==> src/rtl/cal_alarm_pkg.sv <==
// Package: shared layout constants for the calendar alarm comparator.
// Assumes a 32-bit alarm word split into four 8-bit lanes, each lane
// holding a 7-bit value with its don't-care bit in the lane's top bit.
package cal_alarm_pkg;
    localparam int unsigned NUM_FIELDS = 4;
    localparam int unsigned LANE_W     = 8;
    localparam int unsigned VAL_W      = LANE_W - 1;
    localparam int unsigned WORD_W     = NUM_FIELDS * LANE_W;
    localparam int unsigned DAY_LANE   = 3;
    localparam int unsigned WDSEL_BIT  = 30;
    localparam int unsigned WDAY_W     = 4;
endpackage

==> src/rtl/alarm_ctl_regs.sv <==
// alarm_ctl_regs: holds the enable and interrupt-enable bits, the
// alarm word, and the write-allowed handshake.
// Assumes slow_en is a single-cycle pulse per slow-clock period.
module alarm_ctl_regs #(
    parameter int unsigned WA_DELAY = 2,
    parameter int unsigned WORD_W   = 32
) (
    input  logic              clk,
    input  logic              rst_n,
    input  logic              slow_en,
    input  logic              ctl_we,
    input  logic              ctl_en_d,
    input  logic              ctl_ie_d,
    input  logic              alm_we,
    input  logic [WORD_W-1:0] alm_wdata,
    output logic              alm_en,
    output logic              irq_en,
    output logic              wr_ok,
    output logic [WORD_W-1:0] alm_word
);
    localparam int unsigned CNT_W = (WA_DELAY < 2) ? 1 : $clog2(WA_DELAY);

    logic             en_nxt;
    logic [CNT_W-1:0] slow_cnt;

    // Next value of the enable, used so the lock drops in the same edge
    assign en_nxt = ctl_we ? ctl_en_d : alm_en;

    // Control bits written by software
    always_ff @(posedge clk) begin
        if (!rst_n) begin
            alm_en <= 1'b0;
            irq_en <= 1'b0;
        end else if (ctl_we) begin
            alm_en <= ctl_en_d;
            irq_en <= ctl_ie_d;
        end
    end

    // Write-allowed handshake: count slow pulses while disabled
    always_ff @(posedge clk) begin
        if (!rst_n) begin
            slow_cnt <= '0;
            wr_ok    <= 1'b0;
        end else if (en_nxt) begin
            slow_cnt <= '0;
            wr_ok    <= 1'b0;
        end else if (!wr_ok && slow_en) begin
            if (slow_cnt == CNT_W'(WA_DELAY - 1)) begin
                wr_ok <= 1'b1;
            end else begin
                slow_cnt <= slow_cnt + 1'b1;
            end
        end
    end

    // Alarm word storage, gated by the handshake
    always_ff @(posedge clk) begin
        if (!rst_n) begin
            alm_word <= '0;
        end else if (alm_we && wr_ok) begin
            alm_word <= alm_wdata;
        end
    end

    // an armed comparator never allows word writes
    a_r5_en_locks_word: assert property (@(posedge clk) disable iff (!rst_n)
        alm_en |-> !wr_ok);

    // write permission only appears right after a slow pulse
    a_r5_wr_ok_on_slow: assert property (@(posedge clk) disable iff (!rst_n)
        $rose(wr_ok) |-> $past(slow_en));

    // without permission the word holds its value
    a_r6_locked_word: assert property (@(posedge clk) disable iff (!rst_n)
        !wr_ok |=> $stable(alm_word));
endmodule

==> src/rtl/alarm_field_match.sv <==
// alarm_field_match: per-field comparison of the alarm word against the
// calendar. Each lane is compared on its own; its don't-care bit forces a hit.
// Purely combinational; assumes BCD inputs already aligned to lane values.
module alarm_field_match
    import cal_alarm_pkg::*;
(
    input  logic [WORD_W-1:0] alm_word,
    input  logic [6:0]        cal_sec,
    input  logic [6:0]        cal_min,
    input  logic [5:0]        cal_hour,
    input  logic              cal_pm,
    input  logic [5:0]        cal_mday,
    input  logic [2:0]        cal_wday,
    output logic              hit
);
    logic [VAL_W-1:0]      cal_lane [NUM_FIELDS];
    logic [NUM_FIELDS-1:0] lane_hit;
    logic                  wd_mode;

    assign wd_mode = alm_word[WDSEL_BIT];

    // Calendar values laid out like the alarm word lanes
    always_comb begin
        cal_lane[0] = cal_sec;
        cal_lane[1] = cal_min;
        cal_lane[2] = {cal_pm, cal_hour};
        cal_lane[3] = wd_mode ? {4'b0, cal_wday} : {1'b0, cal_mday};
    end

    for (genvar g = 0; g < NUM_FIELDS; g++) begin : g_lane
        logic [VAL_W-1:0] want;
        if (g == DAY_LANE) begin : g_day
            // Day lane: weekday uses the low nibble only
            assign want = wd_mode
                ? {3'b0, alm_word[g*LANE_W +: WDAY_W]}
                : {1'b0, alm_word[g*LANE_W +: 6]};
        end else begin : g_plain
            assign want = alm_word[g*LANE_W +: VAL_W];
        end
        assign lane_hit[g] = alm_word[g*LANE_W + VAL_W] || (want == cal_lane[g]);
    end

    assign hit = &lane_hit;
endmodule

==> src/rtl/alarm_event.sv <==
// alarm_event: sticky alarm flag with first-match edge detection.
// The previous-tick match is remembered so a held match fires only once.
// Assumes tick is a single-cycle pulse.
module alarm_event (
    input  logic clk,
    input  logic rst_n,
    input  logic tick,
    input  logic alm_en,
    input  logic hit,
    input  logic flag_clr,
    output logic alm_flag
);
    logic last_hit;

    // Track match history and set or clear the sticky flag
    always_ff @(posedge clk) begin
        if (!rst_n) begin
            last_hit <= 1'b0;
            alm_flag <= 1'b0;
        end else begin
            if (tick) begin
                last_hit <= hit && alm_en;
            end
            if (tick && alm_en && hit && !last_hit) begin
                alm_flag <= 1'b1;
            end else if (flag_clr) begin
                alm_flag <= 1'b0;
            end
        end
    end

    // the flag only rises after a tick
    a_r7_rise_on_tick: assert property (@(posedge clk) disable iff (!rst_n)
        $rose(alm_flag) |-> $past(tick));

    // the flag only rises while armed
    a_r4_rise_needs_en: assert property (@(posedge clk) disable iff (!rst_n)
        $rose(alm_flag) |-> $past(alm_en));

    // the flag holds until cleared
    a_r8_sticky: assert property (@(posedge clk) disable iff (!rst_n)
        (alm_flag && !flag_clr) |=> alm_flag);
endmodule

==> src/rtl/cal_alarm_unit.sv <==
// cal_alarm_unit: masked calendar alarm comparator, top level.
// Joins the control/handshake registers, the field matcher and the
// sticky event flag; drives the interrupt from flag and interrupt enable.
// Assumes the calendar buses are stable while tick is high.
module cal_alarm_unit
    import cal_alarm_pkg::*;
#(
    parameter int unsigned WA_DELAY = 2
) (
    input  logic        clk,
    input  logic        rst_n,
    input  logic        tick,
    input  logic        slow_en,
    input  logic [6:0]  cal_sec,
    input  logic [6:0]  cal_min,
    input  logic [5:0]  cal_hour,
    input  logic        cal_pm,
    input  logic [5:0]  cal_mday,
    input  logic [2:0]  cal_wday,
    input  logic        ctl_we,
    input  logic        ctl_en_d,
    input  logic        ctl_ie_d,
    input  logic        alm_we,
    input  logic [31:0] alm_wdata,
    input  logic        flag_clr,
    output logic [31:0] alm_word,
    output logic        alm_en,
    output logic        irq_en,
    output logic        wr_ok,
    output logic        alm_flag,
    output logic        irq
);
    logic hit;

    alarm_ctl_regs #(.WA_DELAY(WA_DELAY), .WORD_W(WORD_W)) i_ctl (
        .clk(clk), .rst_n(rst_n), .slow_en(slow_en),
        .ctl_we(ctl_we), .ctl_en_d(ctl_en_d), .ctl_ie_d(ctl_ie_d),
        .alm_we(alm_we), .alm_wdata(alm_wdata),
        .alm_en(alm_en), .irq_en(irq_en), .wr_ok(wr_ok), .alm_word(alm_word)
    );

    alarm_field_match i_match (
        .alm_word(alm_word), .cal_sec(cal_sec), .cal_min(cal_min),
        .cal_hour(cal_hour), .cal_pm(cal_pm), .cal_mday(cal_mday),
        .cal_wday(cal_wday), .hit(hit)
    );

    alarm_event i_evt (
        .clk(clk), .rst_n(rst_n), .tick(tick), .alm_en(alm_en),
        .hit(hit), .flag_clr(flag_clr), .alm_flag(alm_flag)
    );

    // Interrupt line: flag qualified by the interrupt enable
    assign irq = alm_flag && irq_en;

    // a word with every don't-care bit set matches any calendar
    a_r2_all_masked: assert property (@(posedge clk) disable iff (!rst_n)
        (alm_word[7] && alm_word[15] && alm_word[23] && alm_word[31]) |-> hit);

    // no interrupt without the interrupt enable
    a_r9_irq_gated: assert property (@(posedge clk) disable iff (!rst_n)
        !irq_en |-> !irq);
endmodule

==> config.mk <==
export PLATFORM = sky130hd
export DESIGN_NAME = cal_alarm_unit
export DESIGN_NICKNAME = d
export VERILOG_FILES = /design/src/rtl/cal_alarm_pkg.sv /design/src/rtl/alarm_ctl_regs.sv /design/src/rtl/alarm_field_match.sv /design/src/rtl/alarm_event.sv /design/src/rtl/cal_alarm_unit.sv
export SDC_FILE = /design/constraint.sdc
export NUM_CORES = 1
export LEC_CHECK = 0
export ABC_AREA = 1
export BUFFER_PORTS_ARGS = -buffer_cell sky130_fd_sc_hd__buf_2
export CORE_ASPECT_RATIO = 1.4
export CORE_MARGIN = 8
export CORE_UTILIZATION = 38
export DETAILED_ROUTE_END_ITERATION = 8
export GPL_TIMING_DRIVEN = 0
export PLACE_DENSITY_LB_ADDON = 0.15
export SLEW_MARGIN = 20
export SYNTH_ARGS = -nofsm -noshare
export SYNTH_HDL_FRONTEND = slang
export SYNTH_SLANG_ARGS = --single-unit
==> constraint.sdc <==
create_clock -name clk -period 4.1 [get_ports clk]
set_clock_uncertainty 0.15 [all_clocks]
set_input_delay 0.82 -clock clk [delete_from_list [all_inputs] [get_ports clk]]
set_output_delay 0.82 -clock clk [all_outputs]
set_load 0.005 [all_outputs]
==> impl_metrics.yaml, run 1 <==
outcome:
  status: "finished, final reports clean"
logic_synthesis:
  syn_nets: 361
  seq_area_frac_synth_pct: 40.13
  yosysWarnings: 0
  avgSynthCellArea_um2: 6.536
  syn_inst: 290
  yosysUniqueCellTypes: 24
  async_flop_share_pct: 0
  synth_ff_type: "dfxtp_1"
  ys_ff_latch: 38
  synth-edff-count: 0
  syn_area_um2: 1896
setup_path:
  worst-path-max-fanout: 9
  crit_family: "flip-flops"
  critPathKind: "reg -> out"
  cp_slowest_cell: "dfxtp_1"
  critPathMaxStageDelay_ps: 490
  cp-start-kind: "flip-flop"
  required_ps: 3130
  crit_chain: "buf_2"
  critPathBufInv: 1
  setup.worst_path.end_class: "primary output"
  worstPathArrival_ps: 950
placed_design:
  port_buffers: 107
  hpwl_um: 4580
  globalplace.congestion: 0.8436
  post_dp_cell_area_um2: 2511
  dp.cells: 461
timing:
  slew_viol_final: 0
  finalHoldViolCount: 0
  max_freq_mhz: 520.5
  finalCritPeriodShare_pct: 46.86
  post-route-min-period_ps: 1921
  tns_ps: 0
  slew_headroom_pct: 68.30
  rsz0062_at_grt: "false"
  tightest_slew_ps: 475.4
  finalSetupViolations: 0
cts:
  clkLatencyLatePin_ps: 290
  cts.sink_count: 38
  numCtsBuffers: 5
  hold_buffers: 0
  cts_setup_buffers: 0
  clkTransAtPathRegs_ps: 70
  cts-root-buf: "clkbuf_8"
  clk_path_buf_depth: 2
  cts_htree_levels: 2
  cts-resized-gates: 0
  cts_tree: "yes"
global_routing:
  grt_usage_pct: 15.26
  grt-ovfl-total: 0
  grt_pass1_vias: 2064
  grt_pass1_wl_um: 8976
  grt_max_degree: 11
  antenna_found_initial: 1
pwr:
  finalPower_w: 0.0007357
  cellLeakagePower_nw: 1.401
  ir_worst_vdd_mv: 0.2295
  power.density_nw_per_um2: 284.3
flow_run:
  cap_viol_max_count: 0
final_layout:
  multi_input_area_um2: 898.4
  layoutNonFillerInstCount: 468
  nNetsFinal: 475
  num_antenna_cells: 0
  nFillCells: 519
  regArea_um2: 760.7
  drive_gt1_share_pct: 32.43
  areaGrowthSynthToFinish_pct: 36.50
  final_cell_area_um2: 2587
floorplanning:
  floorplan.rows: 30
  initial_core_util_pct: 39.15
  die_w_um: 75.69
  io-pin-count: 108
  fp.dieH_um: 99.57
  die_area_um2: 7536
  coreArea_um2: 4842
detailed_routing:
  routed_wl_um: 5544
  wl_per_cell_um: 11.85
  drtAntennaViolNets: 0
  firstDrtPassIters: 4
  avgViaCountPerCell: 4.423
  drt_iter0_drc: 67
  drc_errors: 0
  vias: 2070
worst_hold_path:
  min-delay-path-class: "reg -> reg"
==> cells in the final DEF, fill, tap and decap left out, drive strengths merged <==
master,Yosys,layout
a21oi,28,28
buf,5,112
clkbuf,4,11
clkinvlp,1,1
dfxtp,38,38
inv,51,51
mux2i,1,1
nand2,77,77
nand3,5,5
nor2,32,32
o211ai,2,2
o21ai,36,36
o21bai,3,3
or2,1,1
xnor2,2,2
xor2,4,4
==> area by class of cell <==
cell class / instances / area share (%)
clock buffers: 7 / 2.950
repair buffers: 107 / 20.70
inverters: 52 / 7.689
plain buffers: 9 / 1.451
well taps: 64 / 3.095
multi-input cells: 191 / 34.72
flip-flops and latches: 38 / 29.40
==> logic make-up after synthesis <==
logic type / after synthesis / synth area share, %
xor gates and xnor gates: 6 / 2.772
muxes: 1 / 0.5281
and+or+nand+nor: 115 / 25.02
DFF: 38 / 40.13
buffers and inverters: 61 / 12.48
AOI/OAI and AO/OA: 69 / 19.08
==> worst register-to-register path: stages, from the launching register on <==
cell and delay [ps]:
dfxtp_1 370, nand2_1 60, inv_1 50, nor2_1 30, nor2_1 80, nand2_1 60
o21bai_1 170, nand2_1 170, nor2_8 120, nand3_2 70, a21oi_2 110
==> synthesized netlist by cell type (2+ instances only) <==
cell type	count	area share, %
dfxtp_1	38	40
nand3_2	2	1.1
nand3_1	3	0.79
nand2_2	2	0.66
o21ai_0	10	2.6
nor2_1	30	5.9
o21bai_1	3	1.2
buf_2	3	0.79
a21oi_1	27	7.1
nand2_1	75	15
buf_1	2	0.40
inv_1	44	8.7
o21ai_1	26	6.9
o211ai_1	2	0.79
inv_2	7	1.4
xor2_1	4	1.8
clkbuf_1	4	0.79
xnor2_1	2	0.92
==> metal layers <==
layer / up-vias / routed length (µm) / GRT usage [%]
li1: 1116 / - / -
met3: 10 / 516 / 6.244
met4: 2 / 115 / 5.646
met5: - / 8 / 0
met2: 62 / 2714 / 25.95
met1: 880 / 2189 / 16.04
==> registers in the layout, summed over array words and instances (netlist names) <==
name            cells
i_ctl.wr_ok         1
i_ctl.slow_cnt      1
i_evt.alm_flag      1
i_ctl.alm_en        1
i_evt.last_hit      1
i_ctl.alm_word     32
i_ctl.irq_en        1
==> per-stage QoR <==
step	hold slack [ps]	setup slack [ps]	util, %
final	318.3	2179	53.44
after global routing	345.6	2110	53.44
after CTS	322.7	2152	53.44
after detailed placement	312.3	2005	51.86
after global placement	307.2	2020	51.86
after floorplan	301.9	2303	-
==> where the power goes <==
group,total [W],switching (W),leakage [nW],internal [W]
logic,0.000109,0.0000548,1.05,0.0000544
clock network,0.000240,0.000123,0.0383,0.000117
registers,0.000387,0.00000746,0.308,0.000379
==> final timing paths <==
kind | startpoint | endpoint | slack (ps) | depth (start not counted)
max | i_ctl.alm_word[30] | alm_word[30] | 2180 | 1
min | i_ctl.alm_word[9] | i_ctl.alm_word[9] | 320 | 2
max reg2reg | i_ctl.alm_word[8] | i_evt.alm_flag | 2600 | 10
min reg2reg | i_ctl.alm_word[9] | i_ctl.alm_word[9] | 320 | 2
Note: power is estimated with default switching activity, not from simulation.
==> run 2: changes to the inputs <==
Settings changed: ABC_AREA 1 to 0.
Clock period 4.1 ns to 1.55 ns, I/O delays scaled along.
==> run 2 against run 1 <==
Compared with the run above:
- the run now ends with setup timing left
- critical path depth is 4 higher
- wire length decreased by 7.8%
- sequential share of layout area grew 0.65 points
- non-clock buffer count increased by 1
- highest routed layer is now met4
- largest cell class unchanged
- die area fell by 5.9%
- synthesized area is 7.3% lower
- via count fell by 17%
==> impl_metrics.yaml, run 2 <==
outcome:
  status: "finished, violations left"
  violations: "setup timing"
setup_path:
  required_ps: 1600
  cp_slowest_cell: "or3_4"
  reg2reg_depth: 5
  timing.rr.end: "i_evt.alm_flag"
  critPathMaxStageDelay_ps: 370
  r2r_slack_ps: -80
  cp-start-kind: "flip-flop"
  setup.worst_path.end_class: "flip-flop"
  worstPathArrival_ps: 1680
  critPathKind: "reg -> reg"
  worst-path-max-fanout: 4
  r2r_start: "i_ctl.alm_word[25]"
  crit_chain: "xor2_1 -> or3_4 -> a21oi_4 -> o2111ai_2 -> o31ai_2"
pwr:
  cellLeakagePower_nw: 1.160
  power.density_nw_per_um2: 788.6
  ir_worst_vdd_mv: 0.5345
floorplanning:
  die_area_um2: 7089
  io-pin-count: 108
  fp.dieH_um: 96.48
  floorplan.rows: 29
  die_w_um: 73.49
  initial_core_util_pct: 39.07
  coreArea_um2: 4499
logic_synthesis:
  synth_top_cell_area_share_pct: 43.27
  syn_inst: 207
  synth_fa_ha_area_share_pct: 0
  avgSynthCellArea_um2: 8.492
  async_flop_share_pct: 0
  syn_nets: 278
  yosys.area_share.simple_pct: 19.43
  synth_top_family_by_area: "simple AND/OR/NAND/NOR gates"
  synth_ff_type: "dfxtp_1"
  synthMuxAreaShare_pct: 1.139
  synth-edff-count: 0
  synthTopCellsByArea: "dfxtp_1, nand2_1, xnor2_1"
  synth.most_common_cell: "nand2_1"
  synth_compound_area_share_pct: 18.01
  syn_area_um2: 1758
  yosysUniqueCellTypes: 25
  synth_top_area_cell: "dfxtp_1"
  synthTopCellsByCount: "nand2_1, dfxtp_1, a21boi_0, xnor2_1, a21boi_1"
  yosys.area_share.xor_xnor_pct: 15.37
  ys_ff_latch: 38
  seq_area_frac_synth_pct: 43.27
  yosysWarnings: 0
cts:
  clk_path_buf_depth: 2
  cts_tree: "yes"
  cts_htree_levels: 2
  cts.sink_count: 38
  clkLatencyLatePin_ps: 280
  cts-root-buf: "clkbuf_8"
  clkTransAtPathRegs_ps: 70
  hold_buffers: 0
  numCtsBuffers: 5
global_routing:
  grt-ovfl-total: 0
  grt_max_degree: 12
  antenna_found_initial: 0
  grt_pass1_wl_um: 8066
  grt_usage_pct: 14.60
  grt_pass1_vias: 1754
final_layout:
  top_register: "i_ctl.alm_word"
  most-common-layout-cells: "buf_2, nand2_1, dfxtp_1, a21boi_0, xnor2_1"
  num_antenna_cells: 0
  post-route-util_pct: 56.54
  largest_reg_flops: 32
  drive_gt1_share_pct: 40.81
  layoutNonFillerInstCount: 383
  areaGrowthSynthToFinish_pct: 44.70
  nNetsFinal: 391
  final_common_cell: "buf_2"
detailed_routing:
  top_layer_used: "met4"
  avgViaCountPerCell: 4.509
  drtAntennaViolNets: 0
  drt_iter0_drc: 44
  dr_wl_met3_um: 420
  vias: 1727
  wl_per_cell_um: 13.35
  routed_wl_um: 5114
  drc_errors: 0
  met1Wirelength_um: 1886
  wl_met2_um: 2743
  firstDrtPassIters: 4
timing:
  tns_ps: -102.1
  post-route-min-period_ps: 1629
  finalSetupViolations: 2
  hold_ws_ps: 102.9
  fin_ws_ps: -79.11
  max_freq_mhz: 613.8
  finalHoldViolCount: 0
  finalCritPeriodShare_pct: 105.1
  tightest_slew_ps: 454.2
  slew_viol_final: 0
  rsz0062_at_grt: "true"
  slew_headroom_pct: 69.72
worst_hold_path:
  min-delay-path-class: "in -> reg"
  min_from: "alm_wdata[17]"
  min_path_cells: 3
  min_to: "i_ctl.alm_word[17]"
placed_design:
  globalplace.congestion: 0.7451
  place_ws_ps: -308.4
  dp.cells: 375
  hpwl_um: 4232
  port_buffers: 106
flow_run:
  cap_viol_max_count: 0
[run 2: cell types whose count changed in the layout (fill, tap and decap cells not counted), sizes merged, moves of 6 or more]
cell / previous run / this run
xor2: 4 / 13
o21ai: 36 / 1
clkbuf: 11 / 17
nand2: 77 / 66
xnor2: 2 / 17
nor2: 32 / 3
inv: 51 / 2
a21oi: 28 / 3
a21boi: 0 / 32
[run 2: cell families after synthesis]
kind of cell    Yosys count
simple gates             82
compound gates           42
flops                    38
xor+xnor                 30
buf+inv                  13
mux                       2
[run 2: power breakdown]
| part | leakage (nW) | switching, W | total, W | internal, W |
|---|---|---|---|---|
| sequential | 0.309 | 0.0000145 | 0.00101 | 0.000994 |
| combinational | 0.794 | 0.000100 | 0.000234 | 0.000134 |
| clock | 0.0575 | 0.000316 | 0.000764 | 0.000449 |
| total | 1.16 | 0.000430 | 0.00201 | 0.00158 |
[run 2: worst max-delay path by stage]
stage	from	end	slack, ps	cells past startpoint
final	i_ctl.alm_word[25]	i_evt.alm_flag	-80	5
after global routing	i_ctl.alm_word[25]	i_evt.alm_flag	-140	5
after CTS	i_ctl.alm_word[16]	i_evt.alm_flag	-90	5
after detailed placement	cal_hour[3]	i_evt.alm_flag	-310	6
after global placement	cal_hour[3]	i_evt.alm_flag	-270	6
after floorplan	i_ctl.alm_word[25]	i_evt.alm_flag	30	5
[run 2: worst max-delay path: cells and delay by family (launching register included)]
kind,cells,cell delay (ps)
compound gates,3,510
simple gates,1,370
xor+xnor,1,160
flops,1,350
[run 2: layout make-up]
| cell class | count | area, µm² |
|---|---|---|
| buffer | 10 | 46.29 |
| clock buffer | 8 | 110.1 |
| fill | 477 | 1956 |
| inverter | 2 | 7.507 |
| multi-input combinational | 156 | 999.7 |
| sequential | 38 | 764.5 |
| tap | 62 | 77.57 |
| timing repair buffer | 107 | 538.0 |
[run 2: repair_timing]
| action | CTS | global route |
|---|---|---|
| endpoints found under the setup margin | 32 | 18 |
| resized for setup | 9 | 12 |
| setup buffers | 1 | 0 |
| pin swaps | 4 | 1 |
[run 2: per-stage QoR]
step                      instance area, µm²  power, W
final                                   2544  0.002006
after detailed placement                2366  0.001255
after global placement                  2366  0.001251
after floorplan                         1758  0.001125
after global routing                    2544  0.002111
after CTS                               2512  0.002032
[run 2: per-layer routing]
metal | GRT usage [%] | vias up
met1 | 15.16 | 758
met5 | 0 | -
met3 | 5.269 | 4
li1 | - | 908
met2 | 26.17 | 57
met4 | 5.351 | 0
